[config.mk]
export PLATFORM = sky130hd
export DESIGN_NAME = rx_dst_filter
export DESIGN_NICKNAME = d
export VERILOG_FILES = /design/src/rtl/rxf_pkg.sv /design/src/rtl/rxf_cfg_regs.sv /design/src/rtl/rxf_hash.sv /design/src/rtl/rxf_match.sv /design/src/rtl/rx_dst_filter.sv
export SDC_FILE = /design/constraint.sdc
export NUM_CORES = 1
export LEC_CHECK = 0
export ABC_AREA = 1
export BUFFER_PORTS_ARGS = -buffer_cell sky130_fd_sc_hd__buf_4
export CAP_MARGIN = 10
export CORE_AREA = 4 4 185 187
export CTS_BUF_LIST = sky130_fd_sc_hd__clkbuf_2 sky130_fd_sc_hd__clkbuf_4 sky130_fd_sc_hd__clkbuf_8
export DETAILED_ROUTE_END_ITERATION = 8
export DIE_AREA = 0 0 189 191
export PLACE_DENSITY = 0.51
export SYNTH_ARGS = -nofsm -noshare
export SYNTH_HDL_FRONTEND = slang
export SYNTH_SLANG_ARGS = --single-unit
[constraint.sdc]
create_clock -name clk -period 3.3 [get_ports clk]
set_input_delay 0.165 -clock clk [delete_from_list [all_inputs] [get_ports clk]]
set_output_delay 0.165 -clock clk [all_outputs]
set_load 0.005 [all_outputs]
[src/rtl/rxf_pkg.sv]
package rxf_pkg;
    typedef enum logic {
        S_IDLE = 1'b0,
        S_EVAL = 1'b1
    } rxf_state_t;

    localparam logic [2:0] OFS_UC0_LO = 3'd0;
    localparam logic [2:0] OFS_UC0_HI = 3'd1;
    localparam logic [2:0] OFS_UC1_LO = 3'd2;
    localparam logic [2:0] OFS_UC1_HI = 3'd3;
    localparam logic [2:0] OFS_GRP_LO = 3'd4;
    localparam logic [2:0] OFS_GRP_HI = 3'd5;
    localparam logic [2:0] OFS_CTRL   = 3'd6;

    localparam int CB_UC0   = 0;
    localparam int CB_UC1   = 1;
    localparam int CB_INDIV = 2;
    localparam int CB_BCAST = 3;
endpackage

[src/rtl/rxf_cfg_regs.sv]
module rxf_cfg_regs
    import rxf_pkg::*;
#(
    parameter int ADDR_W = 48,
    parameter int DATA_W = 32,
    parameter int GRP_W  = 64
) (
    input  logic              clk,
    input  logic              rst_n,
    input  logic              cfg_we,
    input  logic [2:0]        cfg_addr,
    input  logic [DATA_W-1:0] cfg_wdata,
    output logic [ADDR_W-1:0] uc0,
    output logic [ADDR_W-1:0] uc1,
    output logic [GRP_W-1:0]  grp_tbl,
    output logic [3:0]        ctrl
);
    localparam int HI_W  = ADDR_W - DATA_W;
    localparam int GHALF = GRP_W / 2;

    always_ff @(posedge clk) begin
        if (!rst_n) begin
            uc0     <= '0;
            uc1     <= '0;
            grp_tbl <= '0;
            ctrl    <= '0;
        end else if (cfg_we) begin
            unique case (cfg_addr)
                OFS_UC0_LO: uc0[DATA_W-1:0]        <= cfg_wdata;
                OFS_UC0_HI: uc0[ADDR_W-1:DATA_W]   <= cfg_wdata[HI_W-1:0];
                OFS_UC1_LO: uc1[DATA_W-1:0]        <= cfg_wdata;
                OFS_UC1_HI: uc1[ADDR_W-1:DATA_W]   <= cfg_wdata[HI_W-1:0];
                OFS_GRP_LO: grp_tbl[GHALF-1:0]     <= cfg_wdata[GHALF-1:0];
                OFS_GRP_HI: grp_tbl[GRP_W-1:GHALF] <= cfg_wdata[GHALF-1:0];
                OFS_CTRL:   ctrl                   <= cfg_wdata[3:0];
                default:    ;
            endcase
        end
    end
endmodule

[src/rtl/rxf_hash.sv]
module rxf_hash #(
    parameter int ADDR_W = 48,
    parameter int HASH_W = 6
) (
    input  logic [ADDR_W-1:0] addr,
    output logic [HASH_W-1:0] bin
);
    localparam int NSL = ADDR_W / HASH_W;

    logic [HASH_W-1:0] fold [NSL+1];

    assign fold[0] = '0;
    for (genvar g = 0; g < NSL; g++) begin : g_slice
        assign fold[g+1] = fold[g] ^ addr[g*HASH_W +: HASH_W];
    end
    assign bin = fold[NSL];
endmodule

[src/rtl/rxf_match.sv]
module rxf_match
    import rxf_pkg::*;
#(
    parameter int ADDR_W  = 48,
    parameter int LEN_W   = 16,
    parameter int HASH_W  = 6,
    parameter int MIN_LEN = 12
) (
    input  logic [ADDR_W-1:0]      dst,
    input  logic [LEN_W-1:0]       len,
    input  logic [ADDR_W-1:0]      uc0,
    input  logic [ADDR_W-1:0]      uc1,
    input  logic [(1<<HASH_W)-1:0] grp_tbl,
    input  logic [3:0]             ctrl,
    output logic                   keep
);
    logic [HASH_W-1:0] bin;
    logic hit_uc0, hit_uc1, hit_bc, hit_grp, hash_ok, len_ok;

    rxf_hash #(.ADDR_W(ADDR_W), .HASH_W(HASH_W)) u_hash (
        .addr (dst),
        .bin  (bin)
    );

    always_comb begin
        hit_uc0 = ctrl[CB_UC0] && (dst == uc0);
        hit_uc1 = ctrl[CB_UC1] && (dst == uc1);
        hit_bc  = ctrl[CB_BCAST] && (&dst);
        hash_ok = ctrl[CB_INDIV] || dst[0];
        hit_grp = hash_ok && grp_tbl[bin];
        len_ok  = (len >= LEN_W'(MIN_LEN));
        keep    = len_ok && (hit_uc0 || hit_uc1 || hit_bc || hit_grp);
    end
endmodule

[src/rtl/rx_dst_filter.sv]
module rx_dst_filter
    import rxf_pkg::*;
#(
    parameter int ADDR_W  = 48,
    parameter int DATA_W  = 32,
    parameter int LEN_W   = 16,
    parameter int HASH_W  = 6,
    parameter int MIN_LEN = 12
) (
    input  logic              clk,
    input  logic              rst_n,
    input  logic              cfg_we,
    input  logic [2:0]        cfg_addr,
    input  logic [DATA_W-1:0] cfg_wdata,
    input  logic              frm_valid,
    input  logic [ADDR_W-1:0] frm_dst,
    input  logic [LEN_W-1:0]  frm_len,
    output logic              dec_done,
    output logic              dec_accept
);
    localparam int GRP_W = 1 << HASH_W;

    rxf_state_t state, state_nx;
    logic [ADDR_W-1:0] cap_dst;
    logic [LEN_W-1:0]  cap_len;
    logic [ADDR_W-1:0] uc0, uc1;
    logic [GRP_W-1:0]  grp_tbl;
    logic [3:0]        ctrl;
    logic              keep;

    rxf_cfg_regs #(.ADDR_W(ADDR_W), .DATA_W(DATA_W), .GRP_W(GRP_W)) u_regs (
        .clk       (clk),
        .rst_n     (rst_n),
        .cfg_we    (cfg_we),
        .cfg_addr  (cfg_addr),
        .cfg_wdata (cfg_wdata),
        .uc0       (uc0),
        .uc1       (uc1),
        .grp_tbl   (grp_tbl),
        .ctrl      (ctrl)
    );

    rxf_match #(.ADDR_W(ADDR_W), .LEN_W(LEN_W), .HASH_W(HASH_W), .MIN_LEN(MIN_LEN)) u_match (
        .dst     (cap_dst),
        .len     (cap_len),
        .uc0     (uc0),
        .uc1     (uc1),
        .grp_tbl (grp_tbl),
        .ctrl    (ctrl),
        .keep    (keep)
    );

    always_comb begin
        state_nx = state;
        unique case (state)
            S_IDLE: state_nx = frm_valid ? S_EVAL : S_IDLE;
            S_EVAL: state_nx = frm_valid ? S_EVAL : S_IDLE;
            default: state_nx = S_IDLE;
        endcase
    end

    always_ff @(posedge clk) begin
        if (!rst_n) begin
            state   <= S_IDLE;
            cap_dst <= '0;
            cap_len <= '0;
        end else begin
            state <= state_nx;
            if (frm_valid) begin
                cap_dst <= frm_dst;
                cap_len <= frm_len;
            end
        end
    end

    always_comb begin
        dec_done   = 1'b0;
        dec_accept = 1'b0;
        unique case (state)
            S_IDLE: ;
            S_EVAL: begin
                dec_done   = 1'b1;
                dec_accept = keep;
            end
            default: ;
        endcase
    end


    done_after_valid_chk: assert property (@(posedge clk) disable iff (!rst_n)
        frm_valid |=> dec_done);

    done_pulse_chk: assert property (@(posedge clk) disable iff (!rst_n)
        !frm_valid |=> !dec_done);

    accept_gated_chk: assert property (@(posedge clk) disable iff (!rst_n)
        dec_accept |-> dec_done);

    short_drop_chk: assert property (@(posedge clk) disable iff (!rst_n)
        (frm_valid && frm_len < LEN_W'(MIN_LEN)) |=> !dec_accept);

    bcast_keep_chk: assert property (@(posedge clk) disable iff (!rst_n)
        (frm_valid && (&frm_dst) && frm_len >= LEN_W'(MIN_LEN)
         && ctrl[CB_BCAST] && !cfg_we) |=> dec_accept);
endmodule

==> metrics.md, run 1 <==
| Metric | Value |
|---|---|
| Crit path kind | flop to primary output |
| Syn Std Cell Area | 0.0103 sq mm |
| IO Pins | ~110 |
| DRC violations left | 0 |
| GR Util All Layers | between 10% and 20% |
| Slew Viols, Final | 0 |
| CTS tree | yes |
| Seq pwr share | 43.0% |
| Detail Route Antenna Nets | 0 |
| Clock group share of total power | 39.0% |
| Register area share after synthesis | 44.2% |
| Setup Viol. Count Final | 0 |
| Clock Pin Slew Worst Setup and Hold Paths | 60 ps |
| Worst min path class | input pin to flop |
| Maxcap violations | 0 |
| Die height | 191 um |
| Synthesis-to-finish area growth | 29.0% |
| Fin crit share | 91.9% |
| Setup Skew | 0 ps |
| RSZ-0062 raised after global routing | false |
| Final-stage net count | between 1500 and 2000 |
| CTS root buf | clkbuf_8 |
| HPWL Detailed | 22.6 mm |
| Syn. warnings | 0 |
| Critical path arrival | 2870 ps |
| Number of synthesized register bits | between 200 and 250 |
| Fmax | 330 MHz |
| Initial Util | 31.7% |
| CTS H-tree lvls | 2 |
| Num CTS Buffers | 42 |
| Gr ovfl total | 0 |
| Distinct cell type count after synthesis | 30 |
| Layout cells sized above 1 | 15.2% |
| Critical Path RT | about 3100 ps |
| Post-Syn Nets | 1526 |
| Core area | around 0.032 sq mm |
| CTS sink count | about 230 |
| Avg Cell Area, Syn | 7.23 sq um |
| Total Wirelength | about 34 mm |
| WL/cell | approximately 16 um |
| Vias in the first global route | 9460 |
| Hold_sp | frm_valid |
| Port buffer count | 102 |
| ANT cells | 0 |
| Critical Path End Type | primary output |
| Final Hold Vio Count | 0 |
| Max VDD drop | 0.270 mV |
| Setup Fix Bufs, Post-CTS | 0 |
| Row count | 66 |
| Clock Path Buffers | 3 |
| Leakage Power | 5.78 nW |
| Cell count after synthesis | 1423 |
| Critical-path maximum fanout | 33 |
| Fin util | between 40% and 50% |
| Via count | 9925 |
| Net Switching | between 0.002 and 0.0025 W |
| Logic pwr share | between 10% and 20% |
| Die area | 0.0361 sq mm |
| First-pass DRT Iterations | 5 |
| First DRT Iteration DRCs | 687 |
| Die W | 189 um |
| Power per cell area | 522 mW/mm^2 |
| Drt via density | roughly 4.8 |
| FF-to-FF Start | cap_dst[23]$_SDFFE_PN0P_ |
| Routability cong. | approximately 0.81 |
| Largest net degree at the start of global routing | 119 |
| Max_slew headroom | between 20% and 30% |
| Worst setup SP type | flop |
| Sw Share | between 20 and 30% |
| Status | completed |
| Pint | 0.00490 W |
| Initial antenna violation count | 0 |
| Measured slew at the worst slew-check pin | around 1200 ps |
| Setup TNS Final | 0 ps |
| Clk Latency, worst-skew pair | 530 ps |
| CP Launch Point | cap_dst[42]$_SDFFE_PN0P_ |
| Post-layout minimum cycle time | 3030 ps |
| Tot Pwr | 0.00692 W |
| First-pass GRT wire length | 53.2 mm |
-- Yosys cell counts --
cell / count / share of area [%]
nor2_1: 409 / 15
or2_2: 21 / 1.3
nand3_4: 1 / 0.17
buf_6: 2 / 0.22
nor4_1: 14 / 0.85
nand2_1: 94 / 3.4
clkbuf_1: 65 / 2.4
nand2_4: 2 / 0.22
buf_4: 5 / 0.36
xnor2_1: 42 / 3.6
nand2_2: 5 / 0.30
o21ai_0: 226 / 11
inv_1: 52 / 1.9
nand3b_1: 2 / 0.15
clkinv_1: 2 / 0.073
nand3_1: 107 / 5.2
nand2_8: 1 / 0.19
nand3_2: 3 / 0.29
nor3_1: 11 / 0.54
buf_2: 1 / 0.049
a21oi_2: 1 / 0.085
inv_2: 8 / 0.29
buf_1: 2 / 0.073
and3_1: 1 / 0.061
buf_8: 1 / 0.15
xor2_1: 55 / 4.7
a21oi_1: 36 / 1.8
dfxtp_1: 227 / 44
and2_0: 1 / 0.061
nand4_1: 26 / 1.6
-- per-layer routing --
| layer | up-vias | part of all wire [%] | track usage [%] |
|---|---|---|---|
| met5 | - | 0 | 0 |
| li1 | 5021 | - | - |
| met3 | 53 | 4.2 | 2.41 |
| met2 | 236 | 44 | 29.0 |
| met1 | 4615 | 49 | 26.5 |
| met4 | 0 | 2.5 | 5.49 |
-- path summary, 6_finish.rpt --
kind / slack, ps / endpoint / cells past startpoint
max: 270 / dec_accept / 17
min: 30 / state$_SDFF_PN0_ / 3
max reg2reg: 2460 / cap_dst[23]$_SDFFE_PN0P_ / 2
min reg2reg: 470 / u_regs.uc1[43]$_SDFFE_PN0P_ / 2
-- worst max-delay path, stage by stage, from the launching register on --
cell and delay [ps]:
dfxtp_2 400, xnor2_1 140, buf_4 180, inv_1 70, nand2_4 80, nand2_2 60, nand2_4 160, nand2_8 180
inv_2 150, nand2_1 60, nand3_1 70, nand3_1 80, nand3_1 80, nand3_1 90, nand3_1 120, nand3_2 120
a21oi_2 140, buf_4 120
-- area by class of cell --
type                            count  area [sq um]
Tap cell                          442           553
Timing Repair Buffer              219          1920
Inverter                           62           233
Clock buffer                       66           796
Clock inverter                      4          27.5
Multi-Input combinational cell   1058          5190
Fill cell                        3358         19200
Sequential cell                   227          4550
-- cells in the final DEF (no fill, tap or decap) --
cell	instances
xnor2_1	42
nor4_1	14
buf_12	3
clkinv_2	2
nor2_2	2
clkinv_4	1
dlygate4sd3_1	94
inv_2	9
nand2_2	5
dfxtp_2	7
nand4_1	26
nand2_4	2
nand2_1	94
o21ai_0	226
nor3_1	11
a21oi_2	1
xor2_1	54
inv_6	1
clkinv_1	2
clkbuf_8	48
a21oi_1	36
dfxtp_1	220
buf_4	122
or2_2	21
nand3_4	1
nand3_2	3
inv_1	51
clkbuf_4	18
xor2_2	1
nand3_1	107
and3_1	1
nor2_1	407
nand3b_1	2
and2_0	1
nand2_8	1
-- what timing repair did --
item	4_1_cts	5_1_grt
endpoints found under the hold margin	210	0
resized for setup	0	8
endpoints found under the setup margin	0	1
hold buffers	94	0
-- sequential cells by signal, summed over array words and instances, names as in the netlist --
signal,count
cap_dst,48
u_regs.grp_tbl,64
cap_len,14
u_regs.uc1,48
state,1
u_regs.uc0,48
u_regs.ctrl,4
-- per-stage QoR --
stage               cell area (sq um)  worst slack, ps  hold WS [ps]  cells
global placement                11500              632           392   1914
global route                    13300             5.78          33.7   2078
floorplan                       10300             1410           300   1423
detailed placement              11500              651           397   1914
CTS                             13300             44.0          1.80   2078
finish                          13300              267          25.8   2078
-- power by group through the flow --
stage          clock network (W)  logic, W  registers (W)
3_5_place_dp                   0   0.00115        0.00304
2_1_floorplan                  0  0.000756        0.00300
6_report                 0.00270   0.00124        0.00298
5_1_grt                  0.00289   0.00138        0.00299
3_3_place_gp                   0   0.00114        0.00304
4_1_cts                  0.00278   0.00125        0.00298
-- cell families (layout without fill, tap and decap cells) --
kind of cell / after synthesis / count (layout) / synth area share [%]
AO/OA/AOI/OAI: 263 / 263 / 12.8
AND/OR/NAND/NOR: 698 / 698 / 29.3
flip-flops: 227 / 227 / 44.2
XOR/XNOR: 97 / 97 / 8.26
buffers and inverters: 138 / 351 / 5.49
(Power assumes the default switching activity.)
==> run 2: changes to the inputs <==
MAX_ROUTING_LAYER = met4   (was default)
==> run 2 against run 1 <==
Effect of this change: count of clock-buffer cells in the layout unchanged; register-to-register slack about the same; flip-flop and latch count unchanged; sequential share of layout area unchanged; largest power group unchanged; highest routed layer unchanged.
==> metrics.md, run 2 (synthesis results as in run 1) <==
| Metric | Value |
|---|---|
| GR Util All Layers | 19.0% (+0.57 points) |
| Setup Skew | 0 ps (unchanged) |
| Pint | 0.00490 W (about the same) |
| Max VDD drop | 0.271 mV (+0.16%) |
| Final Hold Vio Count | 0 (unchanged) |
| Largest net degree at the start of global routing | 119 (unchanged) |
| Gr ovfl total | 0 (unchanged) |
| Placed cell count | 1914 (unchanged) |
| Setup crit end | dec_accept |
| Synthesis-to-finish area growth | 29.0% (unchanged) |
| Critical Path End Type | primary output |
| Fmax | 329 MHz (about the same) |
| Biggest register | u_regs.grp_tbl |
| Initial antenna violation count | 0 (unchanged) |
| Detail Route Antenna Nets | 0 (unchanged) |
| First-pass DRT Iterations | 5 (unchanged) |
| CP Depth | 17 (unchanged) |
| Clock Pin Slew Worst Setup and Hold Paths | 60 ps (about the same) |
| Register area | 0.00455 sq mm (unchanged) |
| Via count | 9851 (-0.75%) |
| First DRT Iteration DRCs | 684 (-0.44%) |
| Die height | 191 um (unchanged) |
| Num CTS Buffers | 42 (unchanged) |
| Die W | 189 um (unchanged) |
| IO Pins | 105 (unchanged) |
| R2r worst-path depth | 2 (unchanged) |
| Clk Latency, worst-skew pair | 530 ps (about the same) |
| Crit path kind | flop to primary output |
| Largest register FFs | 64 (unchanged) |
| First-pass GRT wire length | 53.3 mm (+0.12%) |
| Clock Path Buffers | 3 (unchanged) |
| ANT cells | 0 (unchanged) |
| CP max stage cell | dfxtp_2 |
| Port buffer count | 102 (unchanged) |
| CTS root buf | clkbuf_8 |
| Critical Path RT | 3130 ps (about the same) |
| Logic pwr share | 17.9% (about the same) |
| CTS H-tree lvls | 2 (unchanged) |
| Vias in the first global route | 9442 (-0.19%) |
| Setup Viol. Count Final | 0 (unchanged) |
| Critical path arrival | 2870 ps (about the same) |
| CTS sink count | 227 (unchanged) |
| Final-stage net count | 1713 (unchanged) |
| CP Launch Point | cap_dst[42]$_SDFFE_PN0P_ |
| Crit path largest cell delay | 390 ps (about the same) |
| Sw Share | 29.3% (-0.042 points) |
| Fill cells | 3358 (unchanged) |
| Critical-path maximum fanout | 33 (unchanged) |
| Worst setup SP type | flop |
| Layout cells sized above 1 | 15.2% (unchanged) |
| Critical Path Most Common Cell | nand3_1 |
| Die area | 0.0361 sq mm (unchanged) |
| Non-filler cells, final | 2078 (unchanged) |
| Buf/Inv on CP | 4 (unchanged) |
| CTS tree | yes |
| Core area | 0.0325 sq mm (unchanged) |
| Routability cong. | 0.817 (+1.5%) |
| Worst min path class | input pin to flop |
| Multi-input gate area | 0.00519 sq mm (unchanged) |
| Clock group share of total power | 39.0% (about the same) |
| Top delay family on crit path | simple AND/OR/NAND/NOR gates |
| Power per cell area | 522 mW/mm^2 (about the same) |
| Maxcap violations | 0 (unchanged) |
| Commonest non-fill, non-tap cell in the layout | nor2_1 |
| Leakage Power | 5.78 nW (unchanged) |
| HPWL Detailed | 22.6 mm (unchanged) |
| Initial Util | 31.7% (unchanged) |
| Measured slew at the worst slew-check pin | 1170 ps (-14.9 ps) |
| Fin crit share | 92.0% (about the same) |
| RSZ-0062 raised after global routing | false |
| Total Wirelength | 34.0 mm (+0.12%) |
| Tot Pwr | 0.00692 W (about the same) |
| FF-to-FF setup slack | 2450 ps (about the same) |
| WL/cell | 16.3 um (+0.12%) |
| Row count | 66 (unchanged) |
| Drt via density | 4.74 (-0.75%) |
| Most frequent cells in the layout | 407 x nor2_1, 226 x o21ai_0, 220 x dfxtp_1 |
| Status | completed |
| Slew Viols, Final | 0 (unchanged) |
| Net Switching | 0.00203 W (-0.21%) |
| CP Cell Sequence | xnor2_1 -> buf_4 -> inv_1 -> nand2_4 -> nand2_2 -> nand2_4 -> nand2_8 -> inv_2 -> nand2_1 -> nand3_1 -> nand3_1 -> nand3_1 -> nand3_1 -> nand3_1 -> nand3_2 -> a21oi_2 -> buf_4 |
| R2r endpoint | cap_dst[23]$_SDFFE_PN0P_ |
| Setup TNS Final | 0 ps (unchanged) |
| DRC violations left | 0 (unchanged) |
| Seq pwr share | 43.1% (about the same) |
| Post-layout minimum cycle time | 3040 ps (+2.60 ps) |
| Max_slew headroom | 21.9% (+1.0 points) |
| FF-to-FF Start | cap_dst[23]$_SDFFE_PN0P_ |
## run 2: worst min-delay path by stage
stage / cells past startpoint / end / slack (ps) / startpoint
2_1_floorplan: 2 / u_regs.uc0[0]$_SDFFE_PN0P_ / 300 / cfg_wdata[0]
3_3_place_gp: 3 / cap_dst[10]$_SDFFE_PN0P_ / 390 / frm_dst[10]
3_5_place_dp: 3 / cap_len[7]$_SDFFE_PN0P_ / 400 / frm_len[7]
4_1_cts: 3 / state$_SDFF_PN0_ / 2 / frm_valid
5_1_grt: 3 / state$_SDFF_PN0_ / 30 / frm_valid
6_report: 3 / state$_SDFF_PN0_ / 20 / frm_valid
## run 2: worst register-to-register path: stages (launching register included)
cell and delay [ps]:
dfxtp_1 560, o21ai_0 130, nor2_1 100
## run 2: area by class of cell
type,instances,share of cell area [%]
repair buffers,219,14.4
multi-input cells,1058,39.1
flip-flops and latches,227,34.3
clock inverters,4,0.207
inverters,62,1.75
clock buffers,66,6.00
well taps,442,4.17
## run 2: timing repair
action | 4_1_cts | 5_1_grt
hold buffers | 94 | 0
setup endpoints to repair | 0 | 1
buffers inserted | 0 | 0
hold endpoints to repair | 210 | 0
gates resized for setup | 0 | 8
## run 2: per-stage QoR
stage	setup slack, ps	utilization, %	hold slack [ps]	instance area [sq um]
after global routing	7.48	40.9	33.7	13300
final	264	40.9	24.2	13300
after global placement	632	35.4	392	11500
after detailed placement	651	35.4	397	11500
after floorplan	1410	-	300	10300
after CTS	44.0	40.8	1.80	13300
## run 2: power groups by stage
stage / Combinational [W] / Clock [W] / Sequential (W)
finish: 0.00124 / 0.00270 / 0.00298
CTS: 0.00125 / 0.00278 / 0.00298
global placement: 0.00114 / 0 / 0.00304
detailed placement: 0.00115 / 0 / 0.00304
floorplan: 0.000756 / 0 / 0.00300
global route: 0.00138 / 0.00289 / 0.00299
## run 2: layer usage
layer / GRT usage [%] / part of all wire [%] / routed length [um]
met1: 26.5 / 49 / 16500
met2: 29.1 / 44 / 15100
met3: 2.39 / 4.3 / 1460
met4: 5.49 / 2.5 / 858
met5: - / 0 / 0
